File: config.mk
export PLATFORM = sky130hd
export DESIGN_NAME = therm_alert
export DESIGN_NICKNAME = d
export VERILOG_FILES = /design/src/rtl/therm_pkg.sv /design/src/rtl/therm_limit_cmp.sv /design/src/rtl/therm_fault_queue.sv /design/src/rtl/therm_alert_ctrl.sv /design/src/rtl/therm_alert.sv
export SDC_FILE = /design/constraint.sdc
export NUM_CORES = 1
export LEC_CHECK = 0
export CAP_MARGIN = 15
export CELL_PAD_IN_SITES_DETAIL_PLACEMENT = 0
export CELL_PAD_IN_SITES_GLOBAL_PLACEMENT = 1
export CORE_ASPECT_RATIO = 1.75
export CORE_MARGIN = 2
export CORE_UTILIZATION = 28
export DETAILED_ROUTE_END_ITERATION = 10
export PLACE_DENSITY = 0.86
export SYNTH_ARGS = -nofsm -noshare
export SYNTH_HDL_FRONTEND = slang
export SYNTH_SLANG_ARGS = --single-unit
File: constraint.sdc
create_clock -name clk -period 1.9 [get_ports clk]
set_input_delay 0.38 -clock clk [delete_from_list [all_inputs] [get_ports clk]]
set_output_delay 0.38 -clock clk [all_outputs]
set_load 0.05 [all_outputs]
File: src/rtl/therm_pkg.sv
package therm_pkg;

  parameter int TEMP_W = 12;
  parameter int QCNT_W = 3;

  typedef enum logic [1:0] {
    ST_WATCH_HI = 2'd0,
    ST_FIRED_HI = 2'd1,
    ST_WATCH_LO = 2'd2,
    ST_FIRED_LO = 2'd3
  } alert_st_t;

  // Number of consecutive qualifying conversions for each select code.
  function automatic logic [QCNT_W-1:0] fq_depth(input logic [1:0] sel);
    case (sel)
      2'd0:    fq_depth = QCNT_W'(1);
      2'd1:    fq_depth = QCNT_W'(2);
      2'd2:    fq_depth = QCNT_W'(4);
      default: fq_depth = QCNT_W'(6);
    endcase
  endfunction

  // Signed "a >= b" over the reading width.
  function automatic logic at_or_above(input logic [TEMP_W-1:0] a,
                                       input logic [TEMP_W-1:0] b);
    at_or_above = ($signed(a) >= $signed(b));
  endfunction

  // Signed "a < b" over the reading width.
  function automatic logic strictly_below(input logic [TEMP_W-1:0] a,
                                          input logic [TEMP_W-1:0] b);
    strictly_below = ($signed(a) < $signed(b));
  endfunction

endpackage

File: src/rtl/therm_limit_cmp.sv
module therm_limit_cmp
  import therm_pkg::*;
#(
  parameter int TW = TEMP_W
) (
  input  logic [TW-1:0] reading,
  input  logic [TW-1:0] thr_high,
  input  logic [TW-1:0] thr_low,
  output logic          over_high,
  output logic          under_low
);

  assign over_high = at_or_above(reading, thr_high);
  assign under_low = strictly_below(reading, thr_low);

endmodule

File: src/rtl/therm_fault_queue.sv
module therm_fault_queue
  import therm_pkg::*;
#(
  parameter int CW = QCNT_W
) (
  input  logic          clk,
  input  logic          rst_n,
  input  logic          flush,
  input  logic          count_en,
  input  logic          hit,
  input  logic [CW-1:0] depth,
  output logic          fire,
  output logic [CW-1:0] run_len
);

  localparam int EW = CW + 1;

  logic [EW-1:0] next_len;

  assign next_len = {1'b0, run_len} + EW'(1);
  assign fire     = count_en && hit && (next_len >= {1'b0, depth});

  always_ff @(posedge clk or negedge rst_n) begin
    if (!rst_n) begin
      run_len <= '0;
    end else if (flush) begin
      run_len <= '0;
    end else if (count_en) begin
      if (hit && !fire) run_len <= next_len[CW-1:0];
      else              run_len <= '0;
    end
  end

  // a counted conversion that misses leaves the run at zero
  a_r4_miss_zeroes: assert property (@(posedge clk) disable iff (!rst_n)
    (count_en && !hit) |=> (run_len == '0));

  // the run never reaches the deepest queue setting
  a_r3_run_bounded: assert property (@(posedge clk) disable iff (!rst_n)
    run_len < CW'(6));

  // a firing always restarts the run
  a_r3_fire_restarts: assert property (@(posedge clk) disable iff (!rst_n)
    fire |=> (run_len == '0));

endmodule

File: src/rtl/therm_alert_ctrl.sv
module therm_alert_ctrl
  import therm_pkg::*;
(
  input  logic clk,
  input  logic rst_n,
  input  logic intr_mode,
  input  logic conv_done,
  input  logic over_high,
  input  logic under_low,
  input  logic fire,
  input  logic ack_clear,
  input  logic sd_rise,
  input  logic soft_rst,
  output logic count_en,
  output logic count_hit,
  output logic flush,
  output logic active,
  output logic src_high
);

  alert_st_t state, state_nx;
  logic      src_nx;
  logic      watch_low;
  logic      fired_st;
  logic      assert_ev;

  assign fired_st  = (state == ST_FIRED_HI) || (state == ST_FIRED_LO);
  assign active    = fired_st;
  assign watch_low = intr_mode ? (state == ST_WATCH_LO) : fired_st;
  assign count_en  = conv_done && (intr_mode ? !fired_st : 1'b1);
  assign count_hit = watch_low ? under_low : over_high;
  assign flush     = soft_rst || sd_rise;
  assign assert_ev = fire && !fired_st;

  always_comb begin
    state_nx = state;
    src_nx   = src_high;
    if (soft_rst) begin
      state_nx = ST_WATCH_HI;
      src_nx   = 1'b0;
    end else if (sd_rise) begin
      state_nx = ST_WATCH_HI;
    end else if (!intr_mode) begin
      if (fire) begin
        if (fired_st) begin
          state_nx = ST_WATCH_HI;
        end else begin
          state_nx = ST_FIRED_HI;
          src_nx   = 1'b1;
        end
      end
    end else begin
      case (state)
        ST_WATCH_HI: if (fire) begin
          state_nx = ST_FIRED_HI;
          src_nx   = 1'b1;
        end
        ST_FIRED_HI: if (ack_clear) state_nx = ST_WATCH_LO;
        ST_WATCH_LO: if (fire) begin
          state_nx = ST_FIRED_LO;
          src_nx   = 1'b0;
        end
        default:     if (ack_clear) state_nx = ST_WATCH_HI;
      endcase
    end
  end

  always_ff @(posedge clk or negedge rst_n) begin
    if (!rst_n) begin
      state    <= ST_WATCH_HI;
      src_high <= 1'b0;
    end else begin
      state    <= state_nx;
      src_high <= src_nx;
    end
  end

  // in latched mode the alert holds until an acknowledge or clear
  a_r6_latched_hold: assert property (@(posedge clk) disable iff (!rst_n)
    (intr_mode && active && !ack_clear && !sd_rise && !soft_rst) |=> active);

  // in level mode the alert only moves on a conversion or a clear
  a_r5_level_moves_on_conv: assert property (@(posedge clk) disable iff (!rst_n)
    (!intr_mode && !conv_done && !sd_rise && !soft_rst) |=> $stable(active));

  // the source bit changes only on a firing or soft reset
  a_r8_src_held: assert property (@(posedge clk) disable iff (!rst_n)
    !$stable(src_high) |-> $past(assert_ev || soft_rst));

  // soft reset leaves the alert off and the source cleared
  a_r10_soft_clear: assert property (@(posedge clk) disable iff (!rst_n)
    soft_rst |=> (!active && !src_high));

endmodule

File: src/rtl/therm_alert.sv
module therm_alert
  import therm_pkg::*;
#(
  parameter int TW = TEMP_W,
  parameter int CW = QCNT_W
) (
  input  logic          clk,
  input  logic          rst_n,
  input  logic          conv_done,
  input  logic [TW-1:0] conv_result,
  input  logic [TW-1:0] lim_high,
  input  logic [TW-1:0] lim_low,
  input  logic          cfg_intr_mode,
  input  logic          cfg_act_high,
  input  logic [1:0]    cfg_queue_sel,
  input  logic          cfg_shutdown,
  input  logic          reg_rd,
  input  logic          ar_won,
  input  logic          soft_rst,
  output logic          alert_pin,
  output logic          alert_src
);

  logic          over_high, under_low;
  logic          count_en, count_hit, flush, fire;
  logic          alert_active;
  logic          sd_q, sd_rise;
  logic [CW-1:0] depth, run_len;

  assign depth   = fq_depth(cfg_queue_sel);
  assign sd_rise = cfg_shutdown && !sd_q;

  always_ff @(posedge clk or negedge rst_n) begin
    if (!rst_n) sd_q <= 1'b0;
    else        sd_q <= cfg_shutdown;
  end

  therm_limit_cmp #(.TW(TW)) u_cmp (
    .reading   (conv_result),
    .thr_high  (lim_high),
    .thr_low   (lim_low),
    .over_high (over_high),
    .under_low (under_low)
  );

  therm_fault_queue #(.CW(CW)) u_queue (
    .clk      (clk),
    .rst_n    (rst_n),
    .flush    (flush),
    .count_en (count_en),
    .hit      (count_hit),
    .depth    (depth),
    .fire     (fire),
    .run_len  (run_len)
  );

  therm_alert_ctrl u_ctrl (
    .clk       (clk),
    .rst_n     (rst_n),
    .intr_mode (cfg_intr_mode),
    .conv_done (conv_done),
    .over_high (over_high),
    .under_low (under_low),
    .fire      (fire),
    .ack_clear (reg_rd || ar_won),
    .sd_rise   (sd_rise),
    .soft_rst  (soft_rst),
    .count_en  (count_en),
    .count_hit (count_hit),
    .flush     (flush),
    .active    (alert_active),
    .src_high  (alert_src)
  );

  assign alert_pin = cfg_act_high ? alert_active : !alert_active;

  // a rising shutdown request clears the alert and the run
  a_r9_sd_rise_clears: assert property (@(posedge clk) disable iff (!rst_n)
    (cfg_shutdown && !sd_q) |=> (!alert_active && run_len == '0));

  // the alert never turns on without a conversion in the prior cycle
  a_r11_on_after_conv: assert property (@(posedge clk) disable iff (!rst_n)
    $rose(alert_active) |-> $past(conv_done));

endmodule

==> results of run 1 <==
==> final timing paths <==
path                            cells after the start  slack [ns]                            from                             end
worst max-delay path                                8       -0.19  u_queue.run_len[0]$_DFFE_PN0P_  u_queue.run_len[1]$_DFFE_PN0P_
worst min-delay path                                1        0.42                           rst_n     u_ctrl.src_high$_DFFE_PN0P_
worst max register to register                      8       -0.19  u_queue.run_len[0]$_DFFE_PN0P_  u_queue.run_len[1]$_DFFE_PN0P_
worst min register to register                      2        0.60     u_ctrl.state[0]$_DFFE_PN0P_     u_ctrl.state[0]$_DFFE_PN0P_
max in group asynchronous                           1        1.24                           rst_n  u_queue.run_len[1]$_DFFE_PN0P_
min in group clk                                    2        0.60     u_ctrl.state[0]$_DFFE_PN0P_     u_ctrl.state[0]$_DFFE_PN0P_
==> stage by stage <==
stage               util [%]  instances  instance area, um^2  setup WS [ns]
CTS                     54.6        291                 2380         -0.271
detailed placement      48.7        281                 2130         -0.797
global placement        48.7        281                 2130         -0.778
floorplan                  -        157                 1380        -0.0418
global route            57.3        295                 2500         -0.360
finish                  57.3        295                 2500         -0.189
==> worst max-delay path, cell delays in order, from the launching register on <==
cell and delay (ns):
dfrtp_1 0.38, ha_1 0.32, ha_1 0.27, a21boi_2 0.15, o21ai_1 0.11, a21o_1 0.22, nor4b_4 0.30, nand4_1 0.12
a21oi_1 0.14
==> logic make-up (layout without fill, tap and decap cells) <==
logic type / count (synthesis) / after routing
AND/OR/NAND/NOR: 43 / 43
XOR/XNOR: 2 / 2
adder cells (fa/ha/maj): 31 / 31
multiplexers: 2 / 2
AO/OA/AOI/OAI: 40 / 40
buffers and inverters: 32 / 119
flip-flops: 7 / 7
==> power by group <==
| group | internal (mW) | total, mW | leakage, nW | switching (mW) |
|---|---|---|---|---|
| Combinational | 0.264 | 0.479 | 1.10 | 0.215 |
| Sequential | 0.155 | 0.160 | 0.0946 | 0.00475 |
| Clock | 0.145 | 0.206 | 0.0228 | 0.0607 |
| Total | 0.564 | 0.844 | 1.22 | 0.280 |
==> metal layers <==
layer | wire length, um | vias to the layer above | track usage [%]
met5 | 0 | - | 0
met4 | 24 | 0 | 3.33
met3 | 122 | 2 | 0.645
met2 | 2090 | 31 | 28.3
met1 | 1250 | 637 | 14.9
li1 | - | 725 | -
==> sequential cells by signal, indices dropped and copies added, names as in the netlist <==
name             count
u_ctrl.state         2
u_queue.run_len      3
sd_q                 1
u_ctrl.src_high      1
==> repair_timing <==
action / in CTS / in global routing
endpoints found under the setup margin: 7 / 7
pin swaps: 28 / 34
gates resized for setup: 72 / 37
buffers inserted: 6 / 4
==> final cells by class <==
cell class	instances	area [um^2]	share of cell area [%]
well taps	51	63.8	2.55
flip-flops and latches	7	175	7.00
repair buffers	84	766	30.6
clock buffers	4	45.0	1.80
inverters	31	129	5.15
multi-input cells	118	1320	52.9
==> cells in the final DEF, fill, tap and decap left out, types with 2 or more instances in the layout <==
cell type        count
ha_1                14
dlygate4sd2_1       13
o21ai_0              2
buf_2                3
a21oi_2              7
inv_2               15
a21o_1               4
clkdlybuf4s50_1     14
clkbuf_8             3
buf_12               3
buf_6                6
ha_2                 2
nand2_1             10
nor2b_2              2
dlymetal6s2s_1       8
inv_1               15
nor4b_4              2
a21oi_1              7
o21ai_1              6
dfrtp_1              7
nor4_4               2
mux2i_1              2
and4_4               2
buf_4               29
nand4_1              4
nand3_1              2
ha_4                15
nor2_4               2
nor2_1               6
o211ai_1             2
nor2b_1              2
clkbuf_2             6
==> synth_stat cells (all sizes together) <==
master and n:
ha 31, inv 31, a21oi 15, nand2 11
o21ai 10, nor2 9, dfrtp 7, a21o 4
nand4 4, nor2b 4, nand3 3, and4 2
mux2i 2, nor4 2, nor4b 2, o211ai 2
or2 2, or3 2, xor2 2, a211oi 1
a21boi 1, a311oi 1, a31oi 1, buf 1
nand2b 1, nor3b 1, o211a 1, o2bb2ai 1
o311a 1, o31a 1, o31ai 1
==> results.py, run 1 <==
metrics = {
    "outcome": {
        "outcome": "complete, but fails checks",
        "violations": "setup timing",
    },
    "yosys": {
        "synth_top_area_cell": "ha_1",
        "yosys.area.top_type_share_pct": 30.9,
        "yosysUniqueCellTypes": 38,
        "syn_area_per_cell_um2": 8.00,
        "synth_fa_ha_area_share_pct": 30.9,
        "ys_seq_area_share_pct": 13.9,
        "synth-xor-area-share_pct": 1.39,
        "syn_area_mm2": 0.00126,
        "synth-warning-count": 0,
        "netlist_instances": 157,
        "synth_mux_area_share_pct": 1.59,
        "ys_seq_elements": 7,
        "yosys.area_share.simple_pct": 21.5,
        "synth_compound_area_share_pct": 21.1,
        "syn_nets": 235,
        "synth_top_family_by_area": "adder cells",
        "synth.area.top_cells": "ha_1, dfrtp_1, inv_1",
    },
    "sta": {
        "layout_setup_ws_ns": -0.189,
        "min_period_over_period_pct": 110,
        "setup_viol": 6,
        "whs_ns": 0.419,
        "slew_viol_final": 0,
        "skew_ns": 0.00399,
        "rsz0062_at_grt": "true",
        "hold_viol": 0,
        "setup_tns_ns": -1.03,
        "fin_crit_ns": 2.09,
        "worst_slew_pin_slew_ns": 0.398,
        "maxSlewHeadroom_pct": 73.2,
        "fmax_mhz": 479,
    },
    "clocking": {
        "cts.reportedPaths.clkPinSlew_ns": 0.04,
        "postCtsHoldBufs": 0,
        "clk_latency_ns": 0.22,
        "cts_tree": "done",
        "cts_max_level": 1,
        "numCtsBuffers": 3,
        "cts_root_buf": "clkbuf_8",
        "clockBufferDepth": 2,
        "cts_num_sinks": 7,
    },
    "critical_path": {
        "path_class": "register to register",
        "cp.required_ns": 2.05,
        "cp-end-kind": "register",
        "worst_ep_arrival_time_ns": 2.24,
        "cp_max_fo": 3,
        "start_kind": "register",
    },
    "routing": {
        "post_drt_wl_per_cell_um": 11.8,
        "via_count": 1395,
        "firstDrtPassIters": 4,
        "vias_per_cell": 4.73,
        "wirelength_um": 3480,
        "drtIter0Drc": 6,
        "postRouteAntennaNets": 0,
        "drc_errors": 0,
    },
    "floorplanning": {
        "start_util_pct": 28.8,
        "dieWidth_um": 54.6,
        "die_y_um": 92.6,
        "core_mm2": 0.00436,
        "dieArea_mm2": 0.00506,
        "rows": 32,
        "io_pins": 49,
    },
    "final_layout": {
        "area_growth_pct": 99.2,
        "num-fill-cells": 397,
        "drive_gt1_share_pct": 47.1,
        "fin_nets": 323,
        "antennaDiodeCount": 0,
    },
    "grt": {
        "grt_max_degree": 8,
        "grt_pass1_vias": 1405,
        "antenna_found_initial": 0,
        "grt_use_total_pct": 14.3,
        "grt-ovfl-total": 0,
        "grt_pass1_wl_um": 5570,
    },
    "place": {
        "portBuffers": 48,
        "dp_hpwl_um": 2820,
        "gp_congestion": 0.851,
    },
    "pwr": {
        "powerDensity_mw_per_mm2": 337,
        "leakage_nw": 1.22,
        "vdd_ir_drop_max_mv": 0.226,
        "power.total_mw": 0.844,
    },
    "run": {
        "cap_violations": 0,
    },
    "worst_hold_path": {
        "hold_class": "primary input to asynchronous set/reset pin",
    },
}
Note: power is estimated with default switching activity, not from simulation.
==> run 2: changes to the inputs <==
--- a/config.mk
+++ b/config.mk
@@ -12,6 +12,7 @@
 export CORE_MARGIN = 2
 export CORE_UTILIZATION = 28
 export DETAILED_ROUTE_END_ITERATION = 10
+export MAX_ROUTING_LAYER = met4
 export PLACE_DENSITY = 0.86
 export SYNTH_ARGS = -nofsm -noshare
 export SYNTH_HDL_FRONTEND = slang
==> run 2 against run 1 <==
Against the previous run: the run still ends with setup timing left; global-route usage is 1.5 points higher; core utilization increased by 0.29 points; cell count shrank 0.68%; sequential share of layout area grew 0.065 points; largest power group unchanged; via count increased by 0.79%; worst setup slack improved by 0.0092 ns; combinational power increased by 2%; non-clock buffer count shrank 2; power up 1.9%; critical path depth grew 2; final area grew 0.50%; maximum frequency up 0.44%; largest cell class unchanged.
==> results.py, run 2 (same netlist as run 1, synthesis figures left out) <==
metrics = {
    "critical_path": {
        "critPathTopFamily": "compound AO/OA/AOI/OAI gates",
        "path_class": "primary input to register",
        "start_kind": "primary input",
        "cp-end-kind": "register",
        "slowest_delay_ns": 0.37,
        "cp.required_ns": 2.05,
        "worst_ep_arrival_time_ns": 2.23,
        "cp_max_fo": 3,
        "path_cells": "buf_2 -> inv_12 -> ha_4 -> nor2b_1 -> o211ai_1 -> a211oi_4 -> o211a_1 -> nor4b_4 -> nand4_1 -> a21oi_1",
        "critPathBufInv": 2,
        "cp_slowest_cell": "nor4b_4",
    },
    "sta": {
        "fmax_mhz": 481,
        "maxSlewHeadroom_pct": 74.6,
        "rsz0062_at_grt": "true",
        "worst_slew_pin_slew_ns": 0.377,
        "setup_viol": 6,
        "layout_setup_ws_ns": -0.180,
        "slew_viol_final": 0,
        "min_period_over_period_pct": 109,
        "skew_ns": 0.00295,
        "hold_viol": 0,
        "fin_crit_ns": 2.08,
    },
    "clocking": {
        "cts_tree": "done",
        "cts_num_sinks": 7,
        "postCtsHoldBufs": 0,
        "cts_root_buf": "clkbuf_8",
        "cts.reportedPaths.clkPinSlew_ns": 0.04,
        "cts_max_level": 1,
        "clk_latency_ns": 0.23,
        "numCtsBuffers": 3,
        "clockBufferDepth": 2,
    },
    "floorplanning": {
        "rows": 32,
        "dieArea_mm2": 0.00506,
        "die_y_um": 92.6,
        "io_pins": 49,
        "dieWidth_um": 54.6,
        "start_util_pct": 28.8,
        "core_mm2": 0.00436,
    },
    "grt": {
        "grt_use_total_pct": 15.8,
        "grt_pass1_wl_um": 5950,
        "grt-ovfl-total": 0,
        "use_met1_pct": 14.9,
        "grt.busiest_layer": "met2",
        "grtUsageMet3_pct": 0.968,
        "grt_max_degree": 8,
        "grt_pass1_vias": 1456,
        "antenna_found_initial": 0,
        "met2_usage_pct": 31.2,
    },
    "routing": {
        "drc_errors": 0,
        "drtIter0Drc": 13,
        "wirelength_um": 3670,
        "postRouteAntennaNets": 0,
        "via_count": 1406,
        "vias_per_cell": 4.80,
        "post_drt_wl_per_cell_um": 12.5,
        "firstDrtPassIters": 4,
    },
    "final_layout": {
        "final_common_cell": "buf_4",
        "top_regs": "u_queue.run_len: 3 flops, u_ctrl.state: 2 flops",
        "drive_gt1_share_pct": 50.4,
        "area_growth_pct": 100,
        "final_cell_mix": "buf_4, ha_4, inv_2, inv_1, clkdlybuf4s50_1",
        "fin_nets": 321,
        "top_register": "u_queue.run_len",
        "antennaDiodeCount": 0,
        "largest_register_ffs": 3,
        "num-fill-cells": 397,
        "utilization_pct": 57.6,
    },
    "place": {
        "dp_hpwl_um": 2830,
        "portBuffers": 48,
        "gp_congestion": 0.872,
        "place_ws_ns": -0.817,
    },
    "worst_hold_path": {
        "hold_class": "primary input to asynchronous set/reset pin",
    },
    "pwr": {
        "leakage_nw": 1.17,
        "power.total_mw": 0.861,
        "vdd_ir_drop_max_mv": 0.205,
        "powerDensity_mw_per_mm2": 342,
    },
    "run": {
        "cap_violations": 0,
    },
    "outcome": {
        "outcome": "complete, but fails checks",
        "violations": "setup timing",
    },
}
==> run 2: cell count changes in the layout (fill, tap and decap cells not counted), moves of 2 or more <==
cell and change:
buf_12 -2, clkbuf_2 +4, dfrtp_1 -2, dfrtp_2 +2, dlygate4sd2_1 -3, dlymetal6s2s_1 -2, ha_1 -4, ha_2 -2
ha_4 +6
==> run 2: layer usage <==
metal  up-vias  routed length, um
met3         5                149
li1        716                  -
met2        38               2230
met4         0                 46
met5         -                  0
met1       647               1240
==> run 2: path summary, 6_finish.rpt <==
path / from / end / slack [ns] / cells past startpoint
setup / recovery: lim_high[1] / u_queue.run_len[1]$_DFFE_PN0P_ / -0.18 / 10
hold / removal: rst_n / u_ctrl.src_high$_DFFE_PN0P_ / 0.42 / 1
setup reg to reg: u_ctrl.state[0]$_DFFE_PN0P_ / u_ctrl.state[0]$_DFFE_PN0P_ / -0.18 / 9
hold reg to reg: u_ctrl.src_high$_DFFE_PN0P_ / u_ctrl.src_high$_DFFE_PN0P_ / 0.59 / 2
max in group asynchronous: rst_n / u_ctrl.state[1]$_DFFE_PN0P_ / 1.21 / 1
min in group clk: u_ctrl.src_high$_DFFE_PN0P_ / u_ctrl.src_high$_DFFE_PN0P_ / 0.59 / 2
==> run 2: what timing repair did <==
item | CTS | global route
hold endpoints to repair | 0 | 0
buffers inserted | 9 | 2
pin swaps | 27 | 36
resized for setup | 77 | 54
setup endpoints to repair | 7 | 7
==> run 2: per-stage QoR <==
stage / setup TNS [ns] / cell area [um^2] / hold slack [ns] / instances
6_report: -0.920 / 2510 / 0.419 / 293
5_1_grt: -1.52 / 2510 / 0.457 / 293
4_1_cts: -1.25 / 2380 / 0.428 / 292
3_5_place_dp: -4.55 / 2130 / 0.585 / 281
3_3_place_gp: -4.37 / 2130 / 0.587 / 281
2_1_floorplan: -0.0901 / 1380 / 0.0844 / 157
==> run 2: report_power, final <==
part	switching [mW]	leakage, nW	internal (mW)
Clock	0.0652	0.0228	0.145
Sequential	0.00662	0.0913	0.156
Combinational	0.223	1.06	0.265
Total	0.295	1.17	0.566
==> run 2: final cells by class <==
cell class                 instances  area (um^2)  share of cell area [%]
inverter                          31          129                    5.12
multi-input combinational        118         1400                    55.5
clock buffer                       4         45.0                    1.79
tap                               51         63.8                    2.54
sequential                         7          178                    7.06
timing repair buffer              82          704                    28.0
==> run 3: changes to the inputs <==
--- a/config.mk
+++ b/config.mk
@@ -8,7 +8,6 @@
 export CAP_MARGIN = 15
 export CELL_PAD_IN_SITES_DETAIL_PLACEMENT = 0
 export CELL_PAD_IN_SITES_GLOBAL_PLACEMENT = 1
-export CORE_ASPECT_RATIO = 1.75
 export CORE_MARGIN = 2
 export CORE_UTILIZATION = 28
 export DETAILED_ROUTE_END_ITERATION = 10
==> run 3 against run 2 <==
Against the previous run: the flow still finishes with violations (setup timing); critical path depth shrank 1; maximum frequency shrank 2.0%; non-clock buffer count shrank 4; final area down 1.7%; power fell by 0.88%; highest routed layer unchanged; worst setup slack worse by 0.043 ns; clock skew increased by 0.0013 ns; first-iteration DRC count increased by 62%; via count decreased by 3.3%; die area decreased by 0.41%; sequential share of layout area rose by 0.075 points.
==> results.py, run 3 (same netlist as run 1, synthesis figures left out) <==
metrics = {
    "final_layout": {
        "fin_nets": 317,
        "final_cell_mix": "buf_4, inv_1, clkdlybuf4s50_1, ha_4, dlygate4sd2_1",
        "top_register": "u_queue.run_len",
        "top_regs": "u_queue.run_len: 3 flops, u_ctrl.state: 2 flops",
        "largest_register_ffs": 3,
        "final_common_cell": "buf_4",
        "drive_gt1_share_pct": 45.4,
        "num-fill-cells": 395,
        "antennaDiodeCount": 0,
        "utilization_pct": 57.1,
        "area_growth_pct": 96.7,
    },
    "floorplanning": {
        "die_y_um": 71.0,
        "start_util_pct": 29.1,
        "io_pins": 49,
        "dieWidth_um": 71.0,
        "rows": 24,
        "core_mm2": 0.00432,
        "dieArea_mm2": 0.00504,
    },
    "place": {
        "dp_hpwl_um": 2770,
        "portBuffers": 48,
        "gp_congestion": 0.834,
        "place_ws_ns": -0.857,
    },
    "sta": {
        "fmax_mhz": 471,
        "maxSlewHeadroom_pct": 72.4,
        "hold_viol": 0,
        "skew_ns": 0.00423,
        "worst_slew_pin_slew_ns": 0.410,
        "slew_viol_final": 0,
        "layout_setup_ws_ns": -0.223,
        "setup_viol": 7,
        "fin_crit_ns": 2.12,
        "rsz0062_at_grt": "true",
        "min_period_over_period_pct": 112,
    },
    "critical_path": {
        "slowest_delay_ns": 0.48,
        "path_class": "primary input to register",
        "cp_max_fo": 3,
        "path_cells": "clkdlybuf4s50_1 -> inv_2 -> ha_4 -> and4_4 -> nor4b_4 -> o2bb2ai_4 -> nor2_2 -> a21o_1 -> a21oi_1",
        "cp.required_ns": 2.05,
        "start_kind": "primary input",
        "worst_ep_arrival_time_ns": 2.28,
        "cp_slowest_cell": "clkdlybuf4s50_1",
        "cp-end-kind": "register",
    },
    "pwr": {
        "leakage_nw": 1.13,
        "powerDensity_mw_per_mm2": 345,
        "vdd_ir_drop_max_mv": 0.222,
    },
    "clocking": {
        "cts_root_buf": "clkbuf_8",
        "clockBufferDepth": 2,
        "cts.reportedPaths.clkPinSlew_ns": 0.04,
        "cts_num_sinks": 7,
        "cts_max_level": 1,
        "clk_latency_ns": 0.23,
        "cts_tree": "done",
        "numCtsBuffers": 3,
    },
    "outcome": {
        "outcome": "complete, but fails checks",
        "violations": "setup timing",
    },
    "grt": {
        "grt_pass1_vias": 1356,
        "grt_pass1_wl_um": 5790,
        "grt_max_degree": 8,
        "grt_use_total_pct": 14.3,
        "antenna_found_initial": 0,
        "grt-ovfl-total": 0,
    },
    "worst_hold_path": {
        "hold_class": "primary input to asynchronous set/reset pin",
    },
    "routing": {
        "wirelength_um": 3530,
        "drc_errors": 0,
        "drtIter0Drc": 21,
        "firstDrtPassIters": 4,
        "postRouteAntennaNets": 0,
        "vias_per_cell": 4.69,
        "via_count": 1359,
        "post_drt_wl_per_cell_um": 12.2,
    },
    "run": {
        "cap_violations": 0,
    },
}
==> run 3: final timing paths <==
kind                                                start                              to  slack [ns]  cells after the start
max reg2reg                   u_ctrl.state[1]$_DFFE_PN0P_     u_ctrl.src_high$_DFFE_PN0P_       -0.21                      8
min in group clk           u_queue.run_len[2]$_DFFE_PN0P_  u_queue.run_len[2]$_DFFE_PN0P_        0.59                      2
min                                                 rst_n     u_ctrl.state[1]$_DFFE_PN0P_        0.41                      1
min reg2reg                u_queue.run_len[2]$_DFFE_PN0P_  u_queue.run_len[2]$_DFFE_PN0P_        0.59                      2
max in group asynchronous                           rst_n     u_ctrl.state[0]$_DFFE_PN0P_        1.23                      1
max                                           lim_low[11]     u_ctrl.state[1]$_DFFE_PN0P_       -0.22                      9
==> run 3: layer usage <==
metal | GRT usage, % | routed length, um | up-vias
met5 | - | 0 | -
met4 | 3.14 | 23 | 0
met3 | 1.14 | 135 | 2
met2 | 25.8 | 1780 | 38
met1 | 17.5 | 1600 | 610
li1 | - | - | 709
==> run 3: layout make-up <==
cell class	instances	area (um^2)	share of cell area (%)
well taps	52	65.1	2.63
inverters	31	129	5.22
clock buffers	4	45.0	1.82
flip-flops and latches	7	176	7.14
repair buffers	78	703	28.5
multi-input cells	118	1350	54.7
==> run 3: worst max-delay path: cells and delay by family <==
| family | cells | cell delay, ns |
|---|---|---|
| AOI/OAI and AO/OA | 3 | 0.52 |
| adders and majority gates | 1 | 0.27 |
| buffers and inverters | 2 | 0.53 |
| and+or+nand+nor | 3 | 0.57 |
==> run 3: report_power, final <==
| part | switching (mW) | total [mW] | internal (mW) | leakage [nW] |
|---|---|---|---|---|
| registers | 0.00555 | 0.161 | 0.156 | 0.0930 |
| logic | 0.218 | 0.479 | 0.260 | 1.01 |
| clock network | 0.0678 | 0.213 | 0.145 | 0.0228 |
| total | 0.291 | 0.853 | 0.562 | 1.13 |
==> run 3: through the flow <==
step	power, mW	cell area (um^2)	TNS (ns)	hold WS (ns)	cells
global placement	0.550	2110	-4.33	0.572	279
floorplan	0.365	1380	-0.0901	0.0844	157
global route	0.913	2470	-1.72	0.437	290
detailed placement	0.557	2110	-4.62	0.585	279
CTS	0.828	2380	-1.22	0.426	289
finish	0.853	2470	-1.12	0.412	290
==> run 3: what timing repair did <==
item / 4_1_cts / 5_1_grt
setup buffers: 6 / 1
resized for setup: 83 / 23
hold buffers: 0 / 0
setup endpoints to repair: 7 / 7
pin swaps: 29 / 24
